File: config.mk
export PLATFORM = sky130hd
export DESIGN_NAME = nib_bittest_exec
export DESIGN_NICKNAME = d
export VERILOG_FILES = /design/src/rtl/nib_bittest_exec.sv
export SDC_FILE = /design/constraint.sdc
export NUM_CORES = 1
export LEC_CHECK = 0
export ABC_AREA = 0
export ABC_CLOCK_PERIOD_IN_PS = 2550
export BUFFER_PORTS_ARGS = -buffer_cell sky130_fd_sc_hd__buf_2
export CAP_MARGIN = 20
export CORE_MARGIN = 2
export CORE_UTILIZATION = 49
export DETAILED_ROUTE_END_ITERATION = 16
export GPL_ROUTABILITY_DRIVEN = 0
export MAX_ROUTING_LAYER = met4
export PLACE_DENSITY_LB_ADDON = 0.05
export SYNTH_ARGS = -nofsm -noshare
export SYNTH_HDL_FRONTEND = slang
export SYNTH_SLANG_ARGS = --single-unit
File: constraint.sdc
create_clock -name clk -period 2.55 [get_ports clk]
set_clock_uncertainty 0.2 [all_clocks]
set_input_delay 0.6375 -clock clk [delete_from_list [all_inputs] [get_ports clk]]
set_output_delay 0.6375 -clock clk [all_outputs]
set_load 0.03 [all_outputs]
File: src/rtl/nib_bittest_exec.sv
module nib_bittest_exec #(
  parameter int IDX_W = 16,
  parameter int EXT_W = 8,
  parameter logic [6:0] OP_BASE = 7'b1101010
) (
  input  logic             clk,
  input  logic             rst,
  input  logic             instr_valid,
  input  logic [12:0]      instr_code,
  input  logic             ext_load,
  input  logic [EXT_W-1:0] ext_operand,
  output logic [IDX_W-1:0] mem_addr,
  input  logic [3:0]       mem_rdata,
  output logic [IDX_W-1:0] idx_x,
  output logic [IDX_W-1:0] idx_y,
  output logic             flag_z,
  output logic             ext_pending
);
  localparam int PAGE_W = IDX_W - EXT_W;

  logic [EXT_W-1:0] ext_q;
  logic             hit, sel_y, inc, use_ext;
  logic [3:0]       imm;

  assign hit     = instr_valid && (instr_code[12:6] == OP_BASE);
  assign sel_y   = instr_code[5];
  assign inc     = instr_code[4];
  assign imm     = instr_code[3:0];
  assign use_ext = ext_pending && !inc;

  assign mem_addr = use_ext ? {{PAGE_W{sel_y}}, ext_q} : (sel_y ? idx_y : idx_x);

  always_ff @(posedge clk) begin
    if (rst) begin
      idx_x       <= '0;
      idx_y       <= '0;
      flag_z      <= 1'b0;
      ext_pending <= 1'b0;
      ext_q       <= '0;
    end else begin
      if (hit) begin
        flag_z <= ((mem_rdata & imm) == 4'b0000);
        if (inc) begin
          if (sel_y) idx_y <= idx_y + 1'b1;
          else       idx_x <= idx_x + 1'b1;
        end
      end
      if (ext_load) begin
        ext_pending <= 1'b1;
        ext_q       <= ext_operand;
      end else if (hit) begin
        ext_pending <= 1'b0;
      end
    end
  end
endmodule

==> results of run 1 <==
metrics by stage:
| step | hold slack, ns | setup TNS (ns) | instance area (um^2) | cells | setup slack, ns |
|---|---|---|---|---|---|
| floorplan | 0.260 | -0.260 | 2220 | 275 | -0.0569 |
| global placement | 0.265 | -0.460 | 2710 | 400 | -0.101 |
| detailed placement | 0.267 | -0.416 | 2710 | 400 | -0.0957 |
| CTS | 0.279 | 0 | 2820 | 408 | 0.134 |
| global route | 0.313 | 0 | 2820 | 408 | 0.0398 |
| finish | 0.285 | 0 | 2820 | 408 | 0.141 |
where the power goes:
group	internal [mW]	switching [mW]	total (mW)
sequential	0.664	0.00450	0.668
combinational	0.0474	0.0703	0.118
clock	0.293	0.226	0.519
logic make-up (layout without fill, tap and decap cells):
kind of cell             after synthesis  count (layout)  synth area share
flip-flops                            42              42             0.383
buffers and inverters                 21             102            0.0382
multiplexers                          18              18            0.0821
AND/OR/NAND/NOR                      121             121             0.297
XOR/XNOR                               9               9            0.0359
adder cells (fa/ha/maj)                2               2            0.0114
AO/OA/AOI/OAI                         62              62             0.152
flip-flops by register name, indices dropped and copies added, names as in the netlist:
name and flops:
idx_x 16, ext_pending 1, flag_z 1, ext_q 8, idx_y 16
synth_stat cells, types with 6 or more instances:
| cell | number | area (um^2) |
|---|---|---|
| sky130_fd_sc_hd__a21oi_1 | 23 | 115 |
| sky130_fd_sc_hd__nand2_1 | 38 | 143 |
| sky130_fd_sc_hd__o31ai_1 | 6 | 45.0 |
| sky130_fd_sc_hd__mux2i_1 | 18 | 180 |
| sky130_fd_sc_hd__o21ai_0 | 30 | 150 |
| sky130_fd_sc_hd__nand4_1 | 9 | 56.3 |
| sky130_fd_sc_hd__nor2_1 | 21 | 78.8 |
| sky130_fd_sc_hd__nand3_1 | 9 | 45.0 |
| sky130_fd_sc_hd__clkbuf_1 | 11 | 41.3 |
| sky130_fd_sc_hd__xnor2_1 | 6 | 52.6 |
| sky130_fd_sc_hd__dfxtp_1 | 42 | 841 |
| sky130_fd_sc_hd__or3_1 | 12 | 75.1 |
| sky130_fd_sc_hd__or4_1 | 8 | 60.1 |
layout make-up:
cell class | count | share of cell area
inverter | 4 | 0.00533
tap | 52 | 0.0231
clock inverter | 1 | 0.0107
timing repair buffer | 90 | 0.175
multi-input combinational | 212 | 0.460
sequential | 42 | 0.299
clock buffer | 7 | 0.0271
per-layer routing:
| metal | vias up | part of all wire | wire length [um] |
|---|---|---|---|
| li1 | 1163 | - | - |
| met3 | 7 | 0.038 | 213 |
| met5 | - | 0 | 0 |
| met1 | 1060 | 0.49 | 2770 |
| met4 | 0 | 0.012 | 67 |
| met2 | 51 | 0.46 | 2580 |
path summary, 6_finish.rpt:
kind	from	endpoint	slack (ns)	cells past startpoint
setup / recovery	instr_code[5]	mem_addr[3]	0.14	5
setup reg to reg	idx_x[4]	idx_x[12]	0.42	4
hold reg to reg	flag_z	flag_z	0.29	2
hold / removal	flag_z	flag_z	0.29	2
worst max-delay path, stage by stage:
cell and delay, ns:
sky130_fd_sc_hd__buf_2 0.13, sky130_fd_sc_hd__buf_4 0.23, sky130_fd_sc_hd__mux2i_1 0.32, sky130_fd_sc_hd__o21ai_2 0.07, sky130_fd_sc_hd__buf_2 0.17
==> metrics.txt, run 1 <==
# TYPE chip_impl_metric gauge
chip_impl_metric{name="post_cts.repair.setup_buffers",unit=""} 0
chip_impl_metric{name="cts_repair_resize_count",unit=""} 0
chip_impl_metric{name="global_route_wire_length_before_repair",unit="mm"} 9.60
chip_impl_metric{name="max_freq",unit="MHz"} 415
chip_impl_info{name="rsz0062_at_grt",value="no"} 1
chip_impl_metric{name="totalWireLength",unit="mm"} 5.63
chip_impl_metric{name="power.static_leakage",unit="nW"} 1.25
chip_impl_info{name="cts_tree",value="yes"} 1
chip_impl_metric{name="total_vias_in_the_final_route",unit=""} 2281
chip_impl_metric{name="timing.final.hold_violations",unit=""} 0
chip_impl_metric{name="multiInputGateArea",unit="um^2"} 1290
chip_impl_metric{name="cts_max_level",unit=""} 2
chip_impl_metric{name="skew_pair_late_insertion_delay",unit="ns"} 0.29
chip_impl_info{name="start_kind",value="input port"} 1
chip_impl_metric{name="number_of_iterations_in_the_first_detailed_routing_pass",unit=""} 5
chip_impl_metric{name="required",unit="ns"} 1.71
chip_impl_metric{name="syn-mean-instance-area",unit="um^2"} 7.98
chip_impl_metric{name="finalCoreUtilization",unit=""} 0.651
chip_impl_metric{name="post_route_cells_drive_above_1_share",unit=""} 0.301
chip_impl_info{name="status",value="finished, final reports clean"} 1
chip_impl_metric{name="drc",unit=""} 0
chip_impl_info{name="worst-setup-path-type",value="input port to output port"} 1
chip_impl_metric{name="timing.critical_path.arrival",unit="ns"} 1.57
chip_impl_metric{name="number_of_slew_limit_violations_in_the_final_report",unit=""} 0
chip_impl_metric{name="cts.clk_slew.worst_paths",unit="ns"} 0.08
chip_impl_metric{name="final_nets",unit=""} 386
chip_impl_metric{name="worst_slew_pin_slew",unit="ns"} 0.773
chip_impl_metric{name="syn-num-nets",unit=""} 306
chip_impl_metric{name="syn_inst",unit=""} 275
chip_impl_metric{name="antenna_violations_before_repair",unit=""} 0
chip_impl_metric{name="routed_via_density",unit=""} 5.59
chip_impl_metric{name="die_footprint",unit="um^2"} 5030
chip_impl_info{name="hold_path_class",value="register to register"} 1
chip_impl_metric{name="gr-usage-met3",unit=""} 0.0413
chip_impl_metric{name="max-slew-margin-rel",unit=""} 0.485
chip_impl_metric{name="post-dp-hpwl",unit="mm"} 4.09
chip_impl_metric{name="period_minus_slack",unit="ns"} 2.41
chip_impl_metric{name="port_buffers",unit=""} 78
chip_impl_info{name="busiest_layer",value="met2"} 1
chip_impl_metric{name="p_r_area_growth_vs_syn",unit="%"} 28.3
chip_impl_metric{name="drt-wirelength-per-cell",unit="um"} 13.8
chip_impl_info{name="most-common-layout-cells",value="78 x sky130_fd_sc_hd__buf_2, 42 x sky130_fd_sc_hd__dfxtp_1, 38 x sky130_fd_sc_hd__nand2_1"} 1
chip_impl_metric{name="post-route-period-util",unit=""} 0.945
chip_impl_metric{name="grtUsageTotal",unit=""} 0.241
chip_impl_metric{name="first_iter_violations",unit=""} 165
chip_impl_metric{name="grt_use_met2",unit=""} 0.353
chip_impl_metric{name="effective_utilization_at_floorplan",unit=""} 0.508
chip_impl_info{name="mostFrequentLayoutCell",value="sky130_fd_sc_hd__buf_2"} 1
chip_impl_metric{name="met1_usage",unit=""} 0.335
chip_impl_metric{name="cts-root-to-sink-buffers",unit=""} 2
chip_impl_metric{name="fp-row-count",unit=""} 24
chip_impl_metric{name="setup_viol",unit=""} 0
chip_impl_metric{name="ir_drop",unit="uV"} 480
chip_impl_metric{name="netlist_area",unit="um^2"} 2190
chip_impl_metric{name="drv_cap",unit=""} 0
chip_impl_metric{name="power.density_cell_area",unit="nW/um^2"} 464
chip_impl_metric{name="ys_seq_elements",unit=""} 42
chip_impl_metric{name="yosysUniqueCellTypes",unit=""} 33
chip_impl_metric{name="synth_sequential_area_ratio",unit=""} 0.383
chip_impl_metric{name="maximum_number_of_pins_on_one_net_before_global_route_repair",unit=""} 43
chip_impl_metric{name="ys_async_sr_fraction",unit=""} 0
chip_impl_metric{name="globalRouteOverflowTotal",unit=""} 0
chip_impl_metric{name="drt.antenna.violating_nets",unit=""} 0
chip_impl_metric{name="synth_warnings",unit=""} 0
chip_impl_metric{name="seqCellArea",unit="um^2"} 841
chip_impl_info{name="critical_path.endpoint_type",value="output port"} 1
chip_impl_metric{name="cts_hold_repair.buffers",unit=""} 0
chip_impl_metric{name="antenna_cells",unit=""} 0
chip_impl_metric{name="dieHeight",unit="um"} 70.9
chip_impl_metric{name="clock_sink_count",unit=""} 42
chip_impl_metric{name="floorplan.core_area",unit="um^2"} 4320
chip_impl_metric{name="path_max_fanout",unit=""} 17
chip_impl_metric{name="p_total",unit="mW"} 1.31
chip_impl_metric{name="die_width",unit="um"} 70.9
chip_impl_metric{name="synth_enable_flop_cells",unit=""} 0
chip_impl_metric{name="pin_count",unit=""} 79
chip_impl_metric{name="cts-buffers-inserted",unit=""} 5
chip_impl_info{name="root_buf_cell",value="sky130_fd_sc_hd__clkbuf_8"} 1
chip_impl_info{name="postSynth.topFlopCell",value="sky130_fd_sc_hd__dfxtp_1"} 1
chip_impl_metric{name="fillers",unit=""} 416
chip_impl_metric{name="number_of_global_route_vias_before_repair",unit=""} 2038
No activity file was read; power rests on OpenSTA's default activity.
==> run 2: changes to the inputs <==
--- a/config.mk
+++ b/config.mk
@@ -6,11 +6,11 @@
 export NUM_CORES = 1
 export LEC_CHECK = 0
 export ABC_AREA = 0
-export ABC_CLOCK_PERIOD_IN_PS = 2550
+export ABC_CLOCK_PERIOD_IN_PS = 2830
 export BUFFER_PORTS_ARGS = -buffer_cell sky130_fd_sc_hd__buf_2
 export CAP_MARGIN = 20
 export CORE_MARGIN = 2
-export CORE_UTILIZATION = 49
+export CORE_UTILIZATION = 53
 export DETAILED_ROUTE_END_ITERATION = 16
 export GPL_ROUTABILITY_DRIVEN = 0
 export MAX_ROUTING_LAYER = met4
==> constraint.sdc (replaced) <==
create_clock -name clk -period 2.83 [get_ports clk]
set_clock_uncertainty 0.2 [all_clocks]
set_input_delay 0.7075 -clock clk [delete_from_list [all_inputs] [get_ports clk]]
set_output_delay 0.7075 -clock clk [all_outputs]
set_load 0.03 [all_outputs]
==> metrics.txt, run 2 (same netlist as run 1, synthesis figures left out) <==
# TYPE chip_impl_metric gauge
chip_impl_info{name="root_buf_cell",value="sky130_fd_sc_hd__clkbuf_8"} 1
chip_impl_metric{name="number_of_global_route_vias_before_repair",unit=""} 1892
chip_impl_info{name="worstHoldEndpoint",value="flag_z"} 1
chip_impl_metric{name="floorplan.core_area",unit="um^2"} 4000
chip_impl_metric{name="final.hold.worst_slack",unit="ns"} 0.260
chip_impl_metric{name="fp-row-count",unit=""} 23
chip_impl_metric{name="post_placement_cell_count",unit=""} 394
chip_impl_metric{name="total_neg_setup_slack",unit="ns"} 0
chip_impl_metric{name="ir_drop",unit="uV"} 263
chip_impl_info{name="biggestRegsByFlops",value="idx_x: 16 flops, idx_y: 16 flops, ext_q: 8 flops"} 1
chip_impl_metric{name="post-dp-hpwl",unit="mm"} 4.00
chip_impl_metric{name="drv_cap",unit=""} 0
chip_impl_metric{name="die_footprint",unit="um^2"} 4670
chip_impl_metric{name="cts_hold_repair.buffers",unit=""} 0
chip_impl_metric{name="cts_repair_resize_count",unit=""} 0
chip_impl_info{name="slowest_cell_on_the_critical_path",value="sky130_fd_sc_hd__buf_4"} 1
chip_impl_metric{name="timing.final.hold_violations",unit=""} 0
chip_impl_metric{name="path_max_fanout",unit=""} 16
chip_impl_metric{name="antenna_violations_before_repair",unit=""} 0
chip_impl_metric{name="cts-root-to-sink-buffers",unit=""} 2
chip_impl_info{name="start_kind",value="input port"} 1
chip_impl_info{name="cts_tree",value="yes"} 1
chip_impl_metric{name="power.density_cell_area",unit="nW/um^2"} 403
chip_impl_metric{name="p_r_area_growth_vs_syn",unit="%"} 24.7
chip_impl_metric{name="pin_count",unit=""} 79
chip_impl_metric{name="clock_sink_count",unit=""} 42
chip_impl_info{name="worst-setup-path-type",value="input port to output port"} 1
chip_impl_metric{name="layout_setup_ws",unit="ns"} 0.222
chip_impl_metric{name="final_design_area_no_fill",unit="um^2"} 2740
chip_impl_metric{name="placement.setup.worst_slack",unit="ns"} 0.0988
chip_impl_metric{name="skew_pair_late_insertion_delay",unit="ns"} 0.29
chip_impl_metric{name="routed_via_density",unit=""} 5.73
chip_impl_info{name="path_cells",value="buf_2 -> nor2b_1 -> buf_4 -> nand2_1 -> o21ai_2 -> buf_2"} 1
chip_impl_info{name="mostFrequentLayoutCell",value="sky130_fd_sc_hd__buf_2"} 1
chip_impl_info{name="hold_path_class",value="register to register"} 1
chip_impl_metric{name="total_vias_in_the_final_route",unit=""} 2302
chip_impl_metric{name="drt-wirelength-per-cell",unit="um"} 13.5
chip_impl_metric{name="globalRouteOverflowTotal",unit=""} 0
chip_impl_metric{name="timing.critical_path.arrival",unit="ns"} 1.70
chip_impl_info{name="crit_family",value="buffers and inverters"} 1
chip_impl_metric{name="reg2reg_depth",unit=""} 4
chip_impl_metric{name="port_buffers",unit=""} 78
chip_impl_metric{name="totalWireLength",unit="mm"} 5.41
chip_impl_metric{name="grtUsageTotal",unit=""} 0.244
chip_impl_info{name="timing.rr.start",value="idx_x[3]"} 1
chip_impl_metric{name="cts.clk_slew.worst_paths",unit="ns"} 0.07
chip_impl_info{name="regToRegEndpoint",value="idx_x[14]"} 1
chip_impl_metric{name="r2r_slack",unit="ns"} 0.69
chip_impl_metric{name="number_of_slew_limit_violations_in_the_final_report",unit=""} 0
chip_impl_metric{name="die_width",unit="um"} 68.4
chip_impl_info{name="cp_common_cell",value="sky130_fd_sc_hd__buf_2"} 1
chip_impl_metric{name="worst_slew_pin_slew",unit="ns"} 0.763
chip_impl_info{name="rsz0062_at_grt",value="no"} 1
chip_impl_metric{name="effective_utilization_at_floorplan",unit=""} 0.549
chip_impl_metric{name="max_freq",unit="MHz"} 383
chip_impl_metric{name="post_cts.repair.setup_buffers",unit=""} 0
chip_impl_metric{name="setup_viol",unit=""} 0
chip_impl_metric{name="antenna_cells",unit=""} 0
chip_impl_metric{name="power.static_leakage",unit="nW"} 1.21
chip_impl_metric{name="number_of_iterations_in_the_first_detailed_routing_pass",unit=""} 4
chip_impl_metric{name="global_route_wire_length_before_repair",unit="mm"} 8.42
chip_impl_metric{name="required",unit="ns"} 1.92
chip_impl_metric{name="critical_path.max_stage_delay",unit="ns"} 0.25
chip_impl_metric{name="cts_max_level",unit=""} 2
chip_impl_metric{name="post-route-period-util",unit=""} 0.922
chip_impl_metric{name="max-slew-margin-rel",unit=""} 0.491
chip_impl_metric{name="drc",unit=""} 0
chip_impl_info{name="status",value="finished, final reports clean"} 1
chip_impl_metric{name="first_iter_violations",unit=""} 121
chip_impl_info{name="most-common-layout-cells",value="78 x sky130_fd_sc_hd__buf_2, 42 x sky130_fd_sc_hd__dfxtp_1, 38 x sky130_fd_sc_hd__nand2_1"} 1
chip_impl_metric{name="cts-buffers-inserted",unit=""} 5
chip_impl_metric{name="post_route_cells_drive_above_1_share",unit=""} 0.281
chip_impl_metric{name="drt.antenna.violating_nets",unit=""} 0
chip_impl_info{name="worst_hold_startpoint",value="flag_z"} 1
chip_impl_metric{name="detailed_place.area",unit="um^2"} 2650
chip_impl_metric{name="period_minus_slack",unit="ns"} 2.61
chip_impl_metric{name="final_nets",unit=""} 382
chip_impl_info{name="critical_path.endpoint_type",value="output port"} 1
chip_impl_metric{name="maximum_number_of_pins_on_one_net_before_global_route_repair",unit=""} 43
chip_impl_metric{name="path_buf_inv",unit=""} 3
chip_impl_metric{name="min_delay_path_depth",unit=""} 2
chip_impl_metric{name="dieHeight",unit="um"} 68.4
chip_impl_metric{name="post_layout_nonfiller_instances",unit=""} 402
run 2: worst max-delay path by stage:
stage	startpoint	to	slack (ns)	depth (start not counted)
2_1_floorplan	instr_code[5]	mem_addr[2]	0.03	3
3_3_place_gp	instr_code[8]	idx_x[14]	0.18	5
3_5_place_dp	instr_code[8]	idx_x[14]	0.1	5
4_1_cts	instr_code[4]	mem_addr[3]	0.22	6
5_1_grt	instr_code[4]	mem_addr[0]	0.09	6
6_report	instr_code[4]	mem_addr[7]	0.22	6
run 2: metrics by stage:
| stage | utilization | power [mW] |
|---|---|---|
| finish | 0.684 | 1.10 |
| global route | 0.684 | 1.14 |
| detailed placement | 0.662 | 0.717 |
| CTS | 0.684 | 1.11 |
| global placement | 0.662 | 0.715 |
| floorplan | - | 0.677 |
run 2: worst register-to-register path, cell delays in order (launching register included):
cell	delay [ns]
sky130_fd_sc_hd__dfxtp_1	0.42
sky130_fd_sc_hd__nand4b_1	0.17
sky130_fd_sc_hd__or4_4	0.59
sky130_fd_sc_hd__or4_1	0.53
sky130_fd_sc_hd__a21oi_1	0.15
run 2: cell type report:
type / count / area [um^2]
Clock buffer: 7 / 86.3
Clock inverter: 1 / 5.00
Fill cell: 361 / 1260
Inverter: 4 / 15.0
Multi-Input combinational cell: 212 / 1280
Sequential cell: 42 / 841
Tap cell: 50 / 62.6
Timing Repair Buffer: 86 / 450
run 2: routing by layer:
layer	routed length, um	part of all wire	GRT usage	vias to the layer above
met5	0	0	-	-
met4	79	0.015	0.0900	0
met3	282	0.052	0.0428	6
met2	2630	0.49	0.403	61
met1	2420	0.45	0.296	1080
li1	-	-	-	1155
run 2: power by group:
| part | internal (mW) | total, mW | switching [mW] |
|---|---|---|---|
| clock network | 0.197 | 0.401 | 0.204 |
| registers | 0.598 | 0.602 | 0.00387 |
| logic | 0.0394 | 0.100 | 0.0610 |
| total | 0.834 | 1.10 | 0.269 |
